===== src/rtl/xbus_pkg.sv =====
package xbus_pkg;

  // Access sequencing phases
  typedef enum logic [1:0] {
    PH_IDLE = 2'd0,
    PH_ALE  = 2'd1,
    PH_HOLD = 2'd2,
    PH_DATA = 2'd3
  } xb_phase_e;

  // Attributes of the access in flight, captured at acceptance
  typedef struct packed {
    logic we;
    logic ext;
    logic en;
  } xb_kind_t;

  // Control pin indices
  localparam int CTL_ALE = 0;
  localparam int CTL_RDN = 1;
  localparam int CTL_WRN = 2;
  localparam int CTL_W   = 3;

  // Address classification: strictly above the last internal address is external
  function automatic logic addr_is_ext(input logic [31:0] addr, input logic [31:0] last);
    return addr > last;
  endfunction

  // Pull-up rule for a normal port line: only inputs with port bit one
  function automatic logic port_pullup(input logic val, input logic dir);
    return val & ~dir;
  endfunction

endpackage


===== src/rtl/xbus_seq.sv =====
module xbus_seq
  import xbus_pkg::*;
#(
  parameter int          AW       = 16,
  parameter int          DW       = 8,
  parameter int unsigned INT_LAST = 32'h10FF
) (
  input  logic          clk,
  input  logic          rst_n,
  input  logic          en,
  input  logic          req_valid,
  input  logic          req_we,
  input  logic [AW-1:0] req_addr,
  input  logic [DW-1:0] req_wdata,
  input  logic [DW-1:0] rd_sample,
  output xb_phase_e     phase,
  output xb_kind_t      kind,
  output logic [AW-1:0] addr_q,
  output logic [DW-1:0] wdata_q,
  output logic          req_ready,
  output logic          rsp_valid,
  output logic [DW-1:0] rsp_rdata
);

  // Named events for the checks below
  logic acc_start;
  logic acc_end;

  assign acc_start = req_valid && (phase == PH_IDLE);
  assign acc_end   = (phase == PH_DATA);
  assign req_ready = (phase == PH_IDLE);

  always_ff @(posedge clk) begin
    if (!rst_n) begin
      phase     <= PH_IDLE;
      kind      <= '0;
      addr_q    <= '0;
      wdata_q   <= '0;
      rsp_valid <= 1'b0;
      rsp_rdata <= '0;
    end else begin
      rsp_valid <= acc_end;
      unique case (phase)
        PH_IDLE: begin
          if (acc_start) begin
            phase    <= PH_ALE;
            addr_q   <= req_addr;
            wdata_q  <= req_wdata;
            kind.we  <= req_we;
            kind.en  <= en;
            kind.ext <= addr_is_ext(32'(req_addr), INT_LAST);
          end
        end
        PH_ALE:  phase <= PH_HOLD;
        PH_HOLD: phase <= PH_DATA;
        PH_DATA: begin
          phase <= PH_IDLE;
          if (!kind.we) rsp_rdata <= rd_sample;
        end
        default: phase <= PH_IDLE;
      endcase
    end
  end

  // fixed three-phase order, then a single response pulse
  p_ale_then_hold_r1: assert property (@(posedge clk) disable iff (!rst_n)
    (phase == PH_ALE) |=> (phase == PH_HOLD));
  p_hold_then_data_r1: assert property (@(posedge clk) disable iff (!rst_n)
    (phase == PH_HOLD) |=> (phase == PH_DATA));
  p_data_then_rsp_r1: assert property (@(posedge clk) disable iff (!rst_n)
    acc_end |=> (rsp_valid && req_ready));
  p_start_leaves_idle_r1: assert property (@(posedge clk) disable iff (!rst_n)
    acc_start |=> (phase == PH_ALE) && !rsp_valid);

endmodule


===== src/rtl/xbus_decode.sv =====
module xbus_decode
  import xbus_pkg::*;
#(
  parameter int AW = 16,
  parameter int DW = 8
) (
  input  logic          clk,
  input  logic          rst_n,
  input  xb_phase_e     phase,
  input  xb_kind_t      kind,
  input  logic [AW-1:0] addr_q,
  input  logic [DW-1:0] wdata_q,
  input  logic [DW-1:0] ad_i,
  input  logic [DW-1:0] int_rdata,
  output logic          ale_b,
  output logic          rd_n_b,
  output logic          wr_n_b,
  output logic          ad_oe_b,
  output logic [DW-1:0] ad_data_b,
  output logic          int_we,
  output logic          int_re,
  output logic [DW-1:0] rd_sample
);

  logic addr_ph;
  logic data_ph;
  logic ext_live;
  logic int_hit;

  assign addr_ph  = (phase == PH_ALE) || (phase == PH_HOLD);
  assign data_ph  = (phase == PH_DATA);
  assign ext_live = kind.en && kind.ext;
  assign int_hit  = !kind.ext;

  // Bus-level signals before pin override
  assign ale_b     = (phase == PH_ALE);
  assign rd_n_b    = !(data_ph && ext_live && !kind.we);
  assign wr_n_b    = !(data_ph && ext_live && kind.we);
  assign ad_oe_b   = addr_ph || (data_ph && kind.we);
  assign ad_data_b = data_ph ? wdata_q : addr_q[DW-1:0];

  // Internal SRAM strobes: only for addresses at or below the boundary
  assign int_we = data_ph && int_hit && kind.we;
  assign int_re = data_ph && int_hit && !kind.we;

  // Read source: internal array, external pins, or zero when unmapped
  always_comb begin
    if (int_hit)      rd_sample = int_rdata;
    else if (kind.en) rd_sample = ad_i;
    else              rd_sample = '0;
  end

  // the two strobes are never active together
  p_strobe_exclusive_r5: assert property (@(posedge clk) disable iff (!rst_n)
    !(!rd_n_b && !wr_n_b));
  // a strobe is only active while ALE is low
  p_strobe_ale_low_r1: assert property (@(posedge clk) disable iff (!rst_n)
    (!rd_n_b || !wr_n_b) |-> !ale_b);

endmodule


===== src/rtl/xbus_pinmux.sv =====
module xbus_pinmux
  import xbus_pkg::*;
#(
  parameter int DW = 8,
  parameter int HW = 8
) (
  input  logic             clk,
  input  logic             rst_n,
  input  logic             en,
  input  logic             ale_b,
  input  logic             rd_n_b,
  input  logic             wr_n_b,
  input  logic             ad_oe_b,
  input  logic [DW-1:0]    ad_data_b,
  input  logic [HW-1:0]    ah_b,
  input  logic [DW-1:0]    port_ad_val,
  input  logic [DW-1:0]    port_ad_dir,
  input  logic [HW-1:0]    port_ah_val,
  input  logic [HW-1:0]    port_ah_dir,
  input  logic [CTL_W-1:0] port_ctl_val,
  input  logic [CTL_W-1:0] port_ctl_dir,
  output logic [DW-1:0]    ad_o,
  output logic [DW-1:0]    ad_oe,
  output logic [DW-1:0]    ad_pu,
  output logic [HW-1:0]    ah_o,
  output logic [HW-1:0]    ah_oe,
  output logic [CTL_W-1:0] ctl_o,
  output logic [CTL_W-1:0] ctl_oe
);

  logic [CTL_W-1:0] ctl_b;

  assign ctl_b[CTL_ALE] = ale_b;
  assign ctl_b[CTL_RDN] = rd_n_b;
  assign ctl_b[CTL_WRN] = wr_n_b;

  // Multiplexed address/data lines
  for (genvar i = 0; i < DW; i++) begin : g_ad
    assign ad_o[i]  = en ? ad_data_b[i] : port_ad_val[i];
    assign ad_oe[i] = en ? ad_oe_b      : port_ad_dir[i];
    assign ad_pu[i] = en ? port_ad_val[i] : port_pullup(port_ad_val[i], port_ad_dir[i]);
  end

  // High address lines: always outputs while enabled
  for (genvar j = 0; j < HW; j++) begin : g_ah
    assign ah_o[j]  = en ? ah_b[j] : port_ah_val[j];
    assign ah_oe[j] = en | port_ah_dir[j];
  end

  // Control lines
  for (genvar k = 0; k < CTL_W; k++) begin : g_ctl
    assign ctl_o[k]  = en ? ctl_b[k] : port_ctl_val[k];
    assign ctl_oe[k] = en | port_ctl_dir[k];
  end

  // low address byte stable and driven across the falling ALE edge
  p_addr_at_ale_fall_r2: assert property (@(posedge clk) disable iff (!rst_n)
    (en && $past(en) && $fell(ctl_o[CTL_ALE])) |-> ($stable(ad_o) && (&ad_oe)));

endmodule


===== src/rtl/xbus_ctrl.sv =====
module xbus_ctrl
  import xbus_pkg::*;
#(
  parameter int          AW       = 16,
  parameter int          DW       = 8,
  parameter int unsigned INT_LAST = 32'h10FF
) (
  input  logic             clk,
  input  logic             rst_n,
  input  logic             en,
  input  logic             req_valid,
  input  logic             req_we,
  input  logic [AW-1:0]    req_addr,
  input  logic [DW-1:0]    req_wdata,
  output logic             req_ready,
  output logic             rsp_valid,
  output logic [DW-1:0]    rsp_rdata,
  output logic [AW-1:0]    int_addr,
  output logic [DW-1:0]    int_wdata,
  output logic             int_we,
  output logic             int_re,
  input  logic [DW-1:0]    int_rdata,
  input  logic [DW-1:0]    ad_i,
  output logic [DW-1:0]    ad_o,
  output logic [DW-1:0]    ad_oe,
  output logic [DW-1:0]    ad_pu,
  output logic [AW-DW-1:0] ah_o,
  output logic [AW-DW-1:0] ah_oe,
  output logic [2:0]       ctl_o,
  output logic [2:0]       ctl_oe,
  input  logic [DW-1:0]    port_ad_val,
  input  logic [DW-1:0]    port_ad_dir,
  input  logic [AW-DW-1:0] port_ah_val,
  input  logic [AW-DW-1:0] port_ah_dir,
  input  logic [2:0]       port_ctl_val,
  input  logic [2:0]       port_ctl_dir
);

  localparam int HW = AW - DW;

  xb_phase_e     phase;
  xb_kind_t      kind;
  logic [AW-1:0] addr_q;
  logic [DW-1:0] wdata_q;
  logic [DW-1:0] rd_sample;
  logic          ale_b;
  logic          rd_n_b;
  logic          wr_n_b;
  logic          ad_oe_b;
  logic [DW-1:0] ad_data_b;

  xbus_seq #(.AW(AW), .DW(DW), .INT_LAST(INT_LAST)) u_seq (
    .clk       (clk),
    .rst_n     (rst_n),
    .en        (en),
    .req_valid (req_valid),
    .req_we    (req_we),
    .req_addr  (req_addr),
    .req_wdata (req_wdata),
    .rd_sample (rd_sample),
    .phase     (phase),
    .kind      (kind),
    .addr_q    (addr_q),
    .wdata_q   (wdata_q),
    .req_ready (req_ready),
    .rsp_valid (rsp_valid),
    .rsp_rdata (rsp_rdata)
  );

  xbus_decode #(.AW(AW), .DW(DW)) u_decode (
    .clk       (clk),
    .rst_n     (rst_n),
    .phase     (phase),
    .kind      (kind),
    .addr_q    (addr_q),
    .wdata_q   (wdata_q),
    .ad_i      (ad_i),
    .int_rdata (int_rdata),
    .ale_b     (ale_b),
    .rd_n_b    (rd_n_b),
    .wr_n_b    (wr_n_b),
    .ad_oe_b   (ad_oe_b),
    .ad_data_b (ad_data_b),
    .int_we    (int_we),
    .int_re    (int_re),
    .rd_sample (rd_sample)
  );

  xbus_pinmux #(.DW(DW), .HW(HW)) u_pinmux (
    .clk          (clk),
    .rst_n        (rst_n),
    .en           (en),
    .ale_b        (ale_b),
    .rd_n_b       (rd_n_b),
    .wr_n_b       (wr_n_b),
    .ad_oe_b      (ad_oe_b),
    .ad_data_b    (ad_data_b),
    .ah_b         (addr_q[AW-1:DW]),
    .port_ad_val  (port_ad_val),
    .port_ad_dir  (port_ad_dir),
    .port_ah_val  (port_ah_val),
    .port_ah_dir  (port_ah_dir),
    .port_ctl_val (port_ctl_val),
    .port_ctl_dir (port_ctl_dir),
    .ad_o         (ad_o),
    .ad_oe        (ad_oe),
    .ad_pu        (ad_pu),
    .ah_o         (ah_o),
    .ah_oe        (ah_oe),
    .ctl_o        (ctl_o),
    .ctl_oe       (ctl_oe)
  );

  assign int_addr  = addr_q;
  assign int_wdata = wdata_q;

  // internal accesses never move the pin strobes
  p_int_no_strobe_r7: assert property (@(posedge clk) disable iff (!rst_n)
    (en && kind.en && !kind.ext && (phase != PH_IDLE)) |-> (ctl_o[1] && ctl_o[2]));
  // an unmapped access while disabled never reaches internal SRAM
  p_no_alias_r9: assert property (@(posedge clk) disable iff (!rst_n)
    (!kind.en && kind.ext && (phase != PH_IDLE)) |-> (!int_we && !int_re));
  // internal strobes only in the data phase of an internal access
  p_int_strobe_phase_r4: assert property (@(posedge clk) disable iff (!rst_n)
    (int_we || int_re) |=> rsp_valid);
  // enabled and idle leaves the shared port released
  p_idle_released_r11: assert property (@(posedge clk) disable iff (!rst_n)
    (en && req_ready) |-> (ad_oe == '0) && ctl_o[1] && ctl_o[2] && !ctl_o[0]);

endmodule


===== config.mk =====
export PLATFORM = sky130hd
export DESIGN_NAME = xbus_ctrl
export DESIGN_NICKNAME = d
export VERILOG_FILES = /design/src/rtl/xbus_pkg.sv /design/src/rtl/xbus_seq.sv /design/src/rtl/xbus_decode.sv /design/src/rtl/xbus_pinmux.sv /design/src/rtl/xbus_ctrl.sv
export SDC_FILE = /design/constraint.sdc
export NUM_CORES = 1
export LEC_CHECK = 0
export ABC_AREA = 1
export BUFFER_PORTS_ARGS = -buffer_cell sky130_fd_sc_hd__buf_2
export CAP_MARGIN = 10
export CORE_MARGIN = 2
export CORE_UTILIZATION = 43
export DETAILED_ROUTE_END_ITERATION = 12
export PLACE_DENSITY_LB_ADDON = 0.08
export SLEW_MARGIN = 20
export SYNTH_ARGS = -nofsm -noshare
export SYNTH_HDL_FRONTEND = slang
export SYNTH_SLANG_ARGS = --single-unit
export TNS_END_PERCENT = 100

===== constraint.sdc =====
create_clock -name clk -period 2.8 [get_ports clk]
set_clock_uncertainty 0.15 [all_clocks]
set_input_delay 0.28 -clock clk [delete_from_list [all_inputs] [get_ports clk]]
set_output_delay 0.28 -clock clk [all_outputs]
set_load 0.01 [all_outputs]

After elaboration in Yosys (flattened, before gate mapping):

Index checks and enable logic that the tools add are counted.

* register bits: 38
* input bits: 83
* output and inout port bits: 82
* logic and storage cells: 99

* order comparisons: 1
* equality and inequality tests: 4
* mux-type cells: 40
* bitwise logic cells: 28
* reductions and logical operators: 18

Operator list (count)
* 2-to-1 mux 1 bit: 35
* 2-to-1 mux 8 bit: 3
* > comparator 16 x 13 -> 1 bit (second input constant): 1
* bitwise OR 1 bit: 11
* logical AND 1 bit: 9
* inverter 1 bit: 9
* bitwise AND 1 bit: 8
* case mux 2 bit (4 select lines): 1
* == test 2 bit (second input constant): 2
* zero test 1 bit: 4
* AND reduction 2 bit: 2
* == test 2 x 1 -> 1 bit (second input constant): 1
* zero test 2 bit: 1
* logical OR 1 bit: 2
* 2-to-1 mux 2 bit: 1
* != test 2 x 1 -> 1 bit (second input constant): 1

Logic depth before layout (Yosys ltp):

Gate-level depths: netlist (run 1).

* depth in word-level cells: 5
* depth in mapped cells: 7
* gate-level depth less buffers: 7

By module:

From an unflattened synthesis (run 1), not the netlist that was laid out.

* cells, all modules: 349
* area total of the unflattened synthesis: 2255.9 um^2

By module, submodules not included
* xbus_seq: instances 1, cells an instance 180, area each 1460.2 um^2
* xbus_pinmux: instances 1, cells an instance 100, area each 474.2 um^2
* xbus_decode: instances 1, cells an instance 69, area each 321.6 um^2

Worst setup path before layout (run 1):

Ideal clock, no wire load.

* path kind: register -> output
* from: register u_seq.phase[0]
* to: output port ad_oe[0]
* arrival time: 1.088 ns
* required time: 2.370 ns
* path slack: 1.282 ns
* stages on the path, launching flop included: 7
* path through: dfxtp_1 ha_1 buf_6 nand2_1 inv_1 o21ai_4 nand2_1

* word-level cells in the longest chain between the ends: 4

RTL lines
* from (decl): line xbus_seq.sv:16 `output xb_phase_e phase,`
* from (signal assigned): line xbus_seq.sv:35 `phase <= PH_IDLE;`
* from (signal assigned): line xbus_seq.sv:46 `phase <= PH_ALE;`
* from (signal assigned): line xbus_seq.sv:54 `PH_ALE: phase <= PH_HOLD;`
* == test 2 bit: line xbus_decode.sv:31 `assign data_ph = (phase == PH_DATA);`
* via u_decode.data_ph: line xbus_decode.sv:26 `logic data_ph;`
* logical AND 1 bit: line xbus_decode.sv:39 `assign ad_oe_b = addr_ph || (data_ph && kind.we);`
* logical OR 1 bit: line xbus_decode.sv:39
* 2-to-1 mux 1 bit: line xbus_pinmux.sv:40 `assign ad_oe[i] = en ? ad_oe_b : port_ad_dir[i];`
* to (decl): line xbus_ctrl.sv:25 `output logic [DW-1:0] ad_oe,`

The timed path passes the listed nets, and every way through them passes these cells.

Worst setup path in the final report (run 1):

* from: register u_seq.phase[0]
* to: output port int_re

* word-level cells in the longest chain between the ends: 3

RTL lines
* == test 2 bit: line xbus_decode.sv:31
* via u_decode.data_ph: line xbus_decode.sv:26
* logical AND 1 bit (2 in series): line xbus_decode.sv:44 `assign int_re = data_ph && int_hit && !kind.we;`
* to (decl): line xbus_ctrl.sv:21 `output logic int_re,`

The timed path passes the listed nets, and every way through them passes these cells.

==> out/qor.yml, run 1 <==
critPathTopFamily: "buffers and inverters"
slew_violations: 0
synth_area_per_cell_sq_um: 6.64
start_util_pct: 44.7
setup_violations: 0
cts_tree: "yes"
port_buffers: 164
synthMuxAreaShare_pct: 0
synth_simple_gate_area_share_pct: 32.2
ff2ff_setup_slack_ps: 1110
synth_cell_type_count: 25
worst-setup-path-type: "reg2out"
register_area_sq_um: 761
syn_to_final_growth_pct: 41.5
synth_top_family_by_area: "simple AND/OR/NAND/NOR gates"
worstSetupEndpointType: "output pin"
reg2reg_from: "u_seq.phase[0]"
final_cell_count_no_fill: 542
setup_ws_ps: 573
die_h_um: 74.1
synthCells: 318
wl_um: 6540
nFillCells: 472
cp_num_buf_inv: 3
dp.cells: 534
viasPerCell: 4.67
gp_congestion: 0.796
worst-path-max-fanout: 11
diodes: 0
die_x_um: 74.1
yosysSeqAreaShare_pct: 36.0
slowest_stage: "ha_1"
ctsLongestPathBuffers: 2
post_cts.repair.setup_buffers: 0
synth_fa_ha_area_share_pct: 2.96
fin_area_sq_um: 2990
whs_endpoint: "u_seq.addr_q[0]"
max-slew-margin-rel_pct: 67.1
placed_cell_area_sq_um: 2900
synth-xor-area-share_pct: 0
io_pins: 165
worst_pin_slew_ps: 494
die-area_sq_um: 5490
start_kind: "flop"
first_iter_violations: 122
hold_path.class: "in2reg"
grt_max_degree: 32
power_density_nw_per_um2: 722
root_buffer: "clkbuf_8"
clk_pin_slew_ps: 70
finalSetupTns_ps: 0
antenna_found_initial: 0
crit_required_ps: 2370
synth-compound-area-share_pct: 18.0
period_share_pct: 79.5
crit_start: "u_seq.phase[0]"
rsz0062_at_grt: "no"
status: "finished clean"
cts_inserted_buffers: 5
clock-sinks: 38
cts_resized: 0
grt_pass1_vias: 2130
ys.warnings.count: 0
drive_gt1_share_pct: 40.0
hp-start: "req_addr[0]"
wire_per_inst_um: 12.1
hpwl_um: 4900
grt_first_pass_wirelength_um: 9600
ant_nets: 0
crit_arrival_ps: 1800
slowest_delay_ps: 420
fmax_ghz: 0.449
leakage_nw: 1.68
drc: 0
worstHoldPathCells: 3
vias: 2532
clkLatencyLatePin_ps: 290
track_usage_pct: 22.8
drt_first_pass_iters: 4
synth_fp_nets: 406
r2r_end: "u_seq.kind[1]"
grt-ovfl-total: 0
synth_area_sq_um: 2110
final.min_clock_period_ps: 2230
cts.htree.levels: 2
ys_ff_latch: 38
finalHoldViolations: 0
reg2reg_depth: 6
ir_worst_vdd_uv: 418
core_sq_um: 4720
cap_viol_max_count: 0
hold_buffers: 0
dp_slack_ps: 932
multi_input_comb_area_sq_um: 1120
placementRows: 25
finalNetCount: 562
crit_path_cell_trace: "ha_1, inv_2, nor2_8, inv_6, nor2_1, buf_2"
Yosys cell counts (all sizes together):
master  instances  share of area [%]
nand2          82                 15
nor2           61                 12
dfxtp          38                 36
o21ai          38                9.5
inv            24                4.9
a21oi          23                5.5
buf            12                5.3
or2            11                3.3
nand3           9                2.1
o22ai           8                2.4
ha              5                3.0
clkbuf          4               0.77
a31oi           2               0.59
nor3            1               0.24
how the worst max path moves through the flow:
stage / end / slack (ps) / cells after the start
4_1_cts: int_re / 580 / 6
2_1_floorplan: ad_oe[0] / 1280 / 6
5_1_grt: int_re / 470 / 6
6_report: int_re / 570 / 6
3_3_place_gp: int_re / 980 / 6
3_5_place_dp: int_re / 930 / 6
through the flow:
| stage | power [W] | util [%] | hold slack (ps) |
|---|---|---|---|
| after floorplan | 0.00146 | - | 271 |
| after global placement | 0.00177 | 61.3 | 303 |
| after detailed placement | 0.00179 | 61.3 | 305 |
| after CTS | 0.00218 | 63.3 | 72.7 |
| after global routing | 0.00233 | 63.3 | 77.6 |
| final | 0.00216 | 63.3 | 79.5 |
registers in the layout, summed over array words and instances (netlist names):
| name | count |
|---|---|
| u_seq.kind | 3 |
| u_seq.rsp_valid | 1 |
| u_seq.rsp_rdata | 8 |
| u_seq.addr_q | 16 |
| u_seq.phase | 2 |
| u_seq.wdata_q | 8 |
worst min-delay path: stages:
cell and delay, ps:
buf_2 70, o21ai_1 50, nor2_1 70
routing by layer:
metal,wire length [um],track usage (%)
met1,2630,25.3
met2,3330,42.5
met3,467,4.88
met4,112,8.48
met5,0,0
power breakdown:
group	switching [W]	internal, W
Clock	0.000186	0.000199
Combinational	0.000594	0.000384
Sequential	0.000119	0.000675
Total	0.000899	0.00126
cells in the final DEF, fill, tap and decap left out, drive strengths merged:
cell type and instances:
buf 165, nand2 82, nor2 61, dfxtp 38, o21ai 38, inv 24
a21oi 23, or2 11, nand3 9, o22ai 8, clkbuf 7, ha 5
a31oi 2, nor3 1, clkinv 1
layout make-up:
type                    count  area share (%)
flip-flops and latches     38            25.5
clock inverters             1           0.168
inverters                  24            3.43
well taps                  67            2.81
clock buffers               7            2.89
repair buffers            165            27.7
multi-input cells         240            37.5
cells by family after synthesis:
| kind of cell | count (synthesis) |
|---|---|
| and+or+nand+nor | 164 |
| AOI/OAI and AO/OA | 71 |
| DFF | 38 |
| adders and majority gates | 5 |
| buffers and inverters | 40 |
Note: power is estimated with default switching activity, not from simulation.
==> run 2, diff against run 1 <==
CORE_UTILIZATION = 36   (was 43)
clock period = 1.98 ns   (was 2.8 ns; I/O delays follow)
==> out/qor.yml, run 2 (same netlist as run 1, synthesis figures left out) <==
status: "complete, but fails checks"
violations: "hold timing"
die_x_um: 80.6
hold_ws_ps: -0.554
ctsLongestPathBuffers: 2
track_usage_pct: 20.3
start_kind: "flop"
worst-setup-path-type: "reg2out"
viasPerCell: 4.59
use_met3_pct: 4.61
drive_gt1_share_pct: 41.1
cap_viol_max_count: 0
power_density_nw_per_um2: 1020
io_pins: 165
rsz0062_at_grt: "no"
hold_path.class: "in2reg"
final_cell_mix: "buf_2, nand2_1, nor2_1, dfxtp_1, o21ai_0"
crit_required_ps: 1630
syn_to_final_growth_pct: 44.4
cts.htree.levels: 2
final_common_cell: "buf_2"
top_usage_layer: "met2"
largest_reg_flops: 16
drc: 0
worstHoldPathCells: 3
first_iter_violations: 110
worstSetupEndpointType: "output pin"
clkLatencyLatePin_ps: 290
root_buffer: "clkbuf_8"
grt-ovfl-total: 0
start_util_pct: 37.9
setup_violations: 0
ant_nets: 0
vias: 2531
reg2reg_depth: 6
reg_top3: "u_seq.addr_q: 16 flops, u_seq.rsp_rdata: 8 flops, u_seq.wdata_q: 8 flops"
fmax_ghz: 0.542
grt_first_pass_wirelength_um: 10300
max-slew-margin-rel_pct: 66.1
dp_slack_ps: 282
drt_first_pass_iters: 4
placementRows: 27
clk_pin_slew_ps: 70
cts_tree: "yes"
ir_worst_vdd_uv: 510
setup_ws_ps: 137
final.min_clock_period_ps: 1840
wl_um: 6640
diodes: 0
antenna_found_initial: 0
use_met2_pct: 34.8
slew_violations: 0
finalHoldViolations: 1
core_sq_um: 5570
grt_max_degree: 32
use_met1_pct: 25.7
die_h_um: 80.6
die-area_sq_um: 6500
port_buffers: 164
finalSetupTns_ps: 0
gp_congestion: 0.806
period_share_pct: 93.1
clock-sinks: 38
worst-path-max-fanout: 4
wire_per_inst_um: 12.1
largest_register: "u_seq.addr_q"
leakage_nw: 1.70
hpwl_um: 4990
worst_pin_slew_ps: 508
cts_inserted_buffers: 5
grt_pass1_vias: 2194
crit_arrival_ps: 1500
finalNetCount: 567
## run 2: cell count changes in the layout (fill, tap and decap cells not counted), sizes merged
cell / before / now
clkinvlp: 0 / 1
buf: 165 / 169
clkinv: 1 / 0
dlygate4sd3: 0 / 1
clkbuf: 7 / 6
## run 2: area by class of cell
cell class,count,area [sq um]
Timing Repair Buffer,170,868
Multi-Input combinational cell,240,1150
Clock buffer,6,72.6
Fill cell,579,2520
Tap cell,72,90.1
Inverter,24,103
Clock inverter,1,7.51
Sequential cell,38,763
## run 2: metal layers
| layer | up-vias | wire, um |
|---|---|---|
| li1 | 1335 | - |
| met1 | 1085 | 2960 |
| met2 | 103 | 3100 |
| met3 | 8 | 505 |
| met4 | 0 | 81 |
| met5 | - | 0 |
## run 2: critical path, cell delays in order, from the launching register on
cell     delay (ps)
dfxtp_2         370
inv_1           120
ha_4            270
o21ai_4         120
buf_4           160
nand2_1          50
buf_2           130
## run 2: per-stage QoR
stage	instance area [sq um]	hold WS, ps	power (W)	util, %	instances
final	3050	-0.554	0.00310	54.7	551
after global routing	3050	20.9	0.00336	54.7	551
after CTS	3030	1.64	0.00307	54.3	551
after detailed placement	2920	301	0.00254	52.3	541
after global placement	2920	289	0.00253	52.3	541
after floorplan	2110	189	0.00206	-	318
## run 2: where the power goes
part	leakage, nW	internal, W	switching, W	total, W
Clock	0.0373	0.000241	0.000263	0.000505
Combinational	1.35	0.000602	0.000850	0.00145
Sequential	0.313	0.000959	0.000183	0.00114
Total	1.70	0.00180	0.00130	0.00310
## run 2: what timing repair did
action / in CTS / in global routing
buffers inserted: 2 / 0
endpoints found under the hold margin: 1 / 0
gates resized for setup: 1 / 4
hold buffers: 1 / 0
endpoints found under the setup margin: 9 / 10
pin swaps: 1 / 0
## run 2: path summary, 6_finish.rpt
check / from / end / slack (ps)
hold reg to reg: u_seq.addr_q[14] / u_seq.addr_q[14] / 320
setup / recovery: u_seq.phase[0] / ad_oe[7] / 140
hold / removal: req_addr[1] / u_seq.addr_q[1] / -0.6
setup reg to reg: u_seq.phase[0] / u_seq.kind[0] / 430
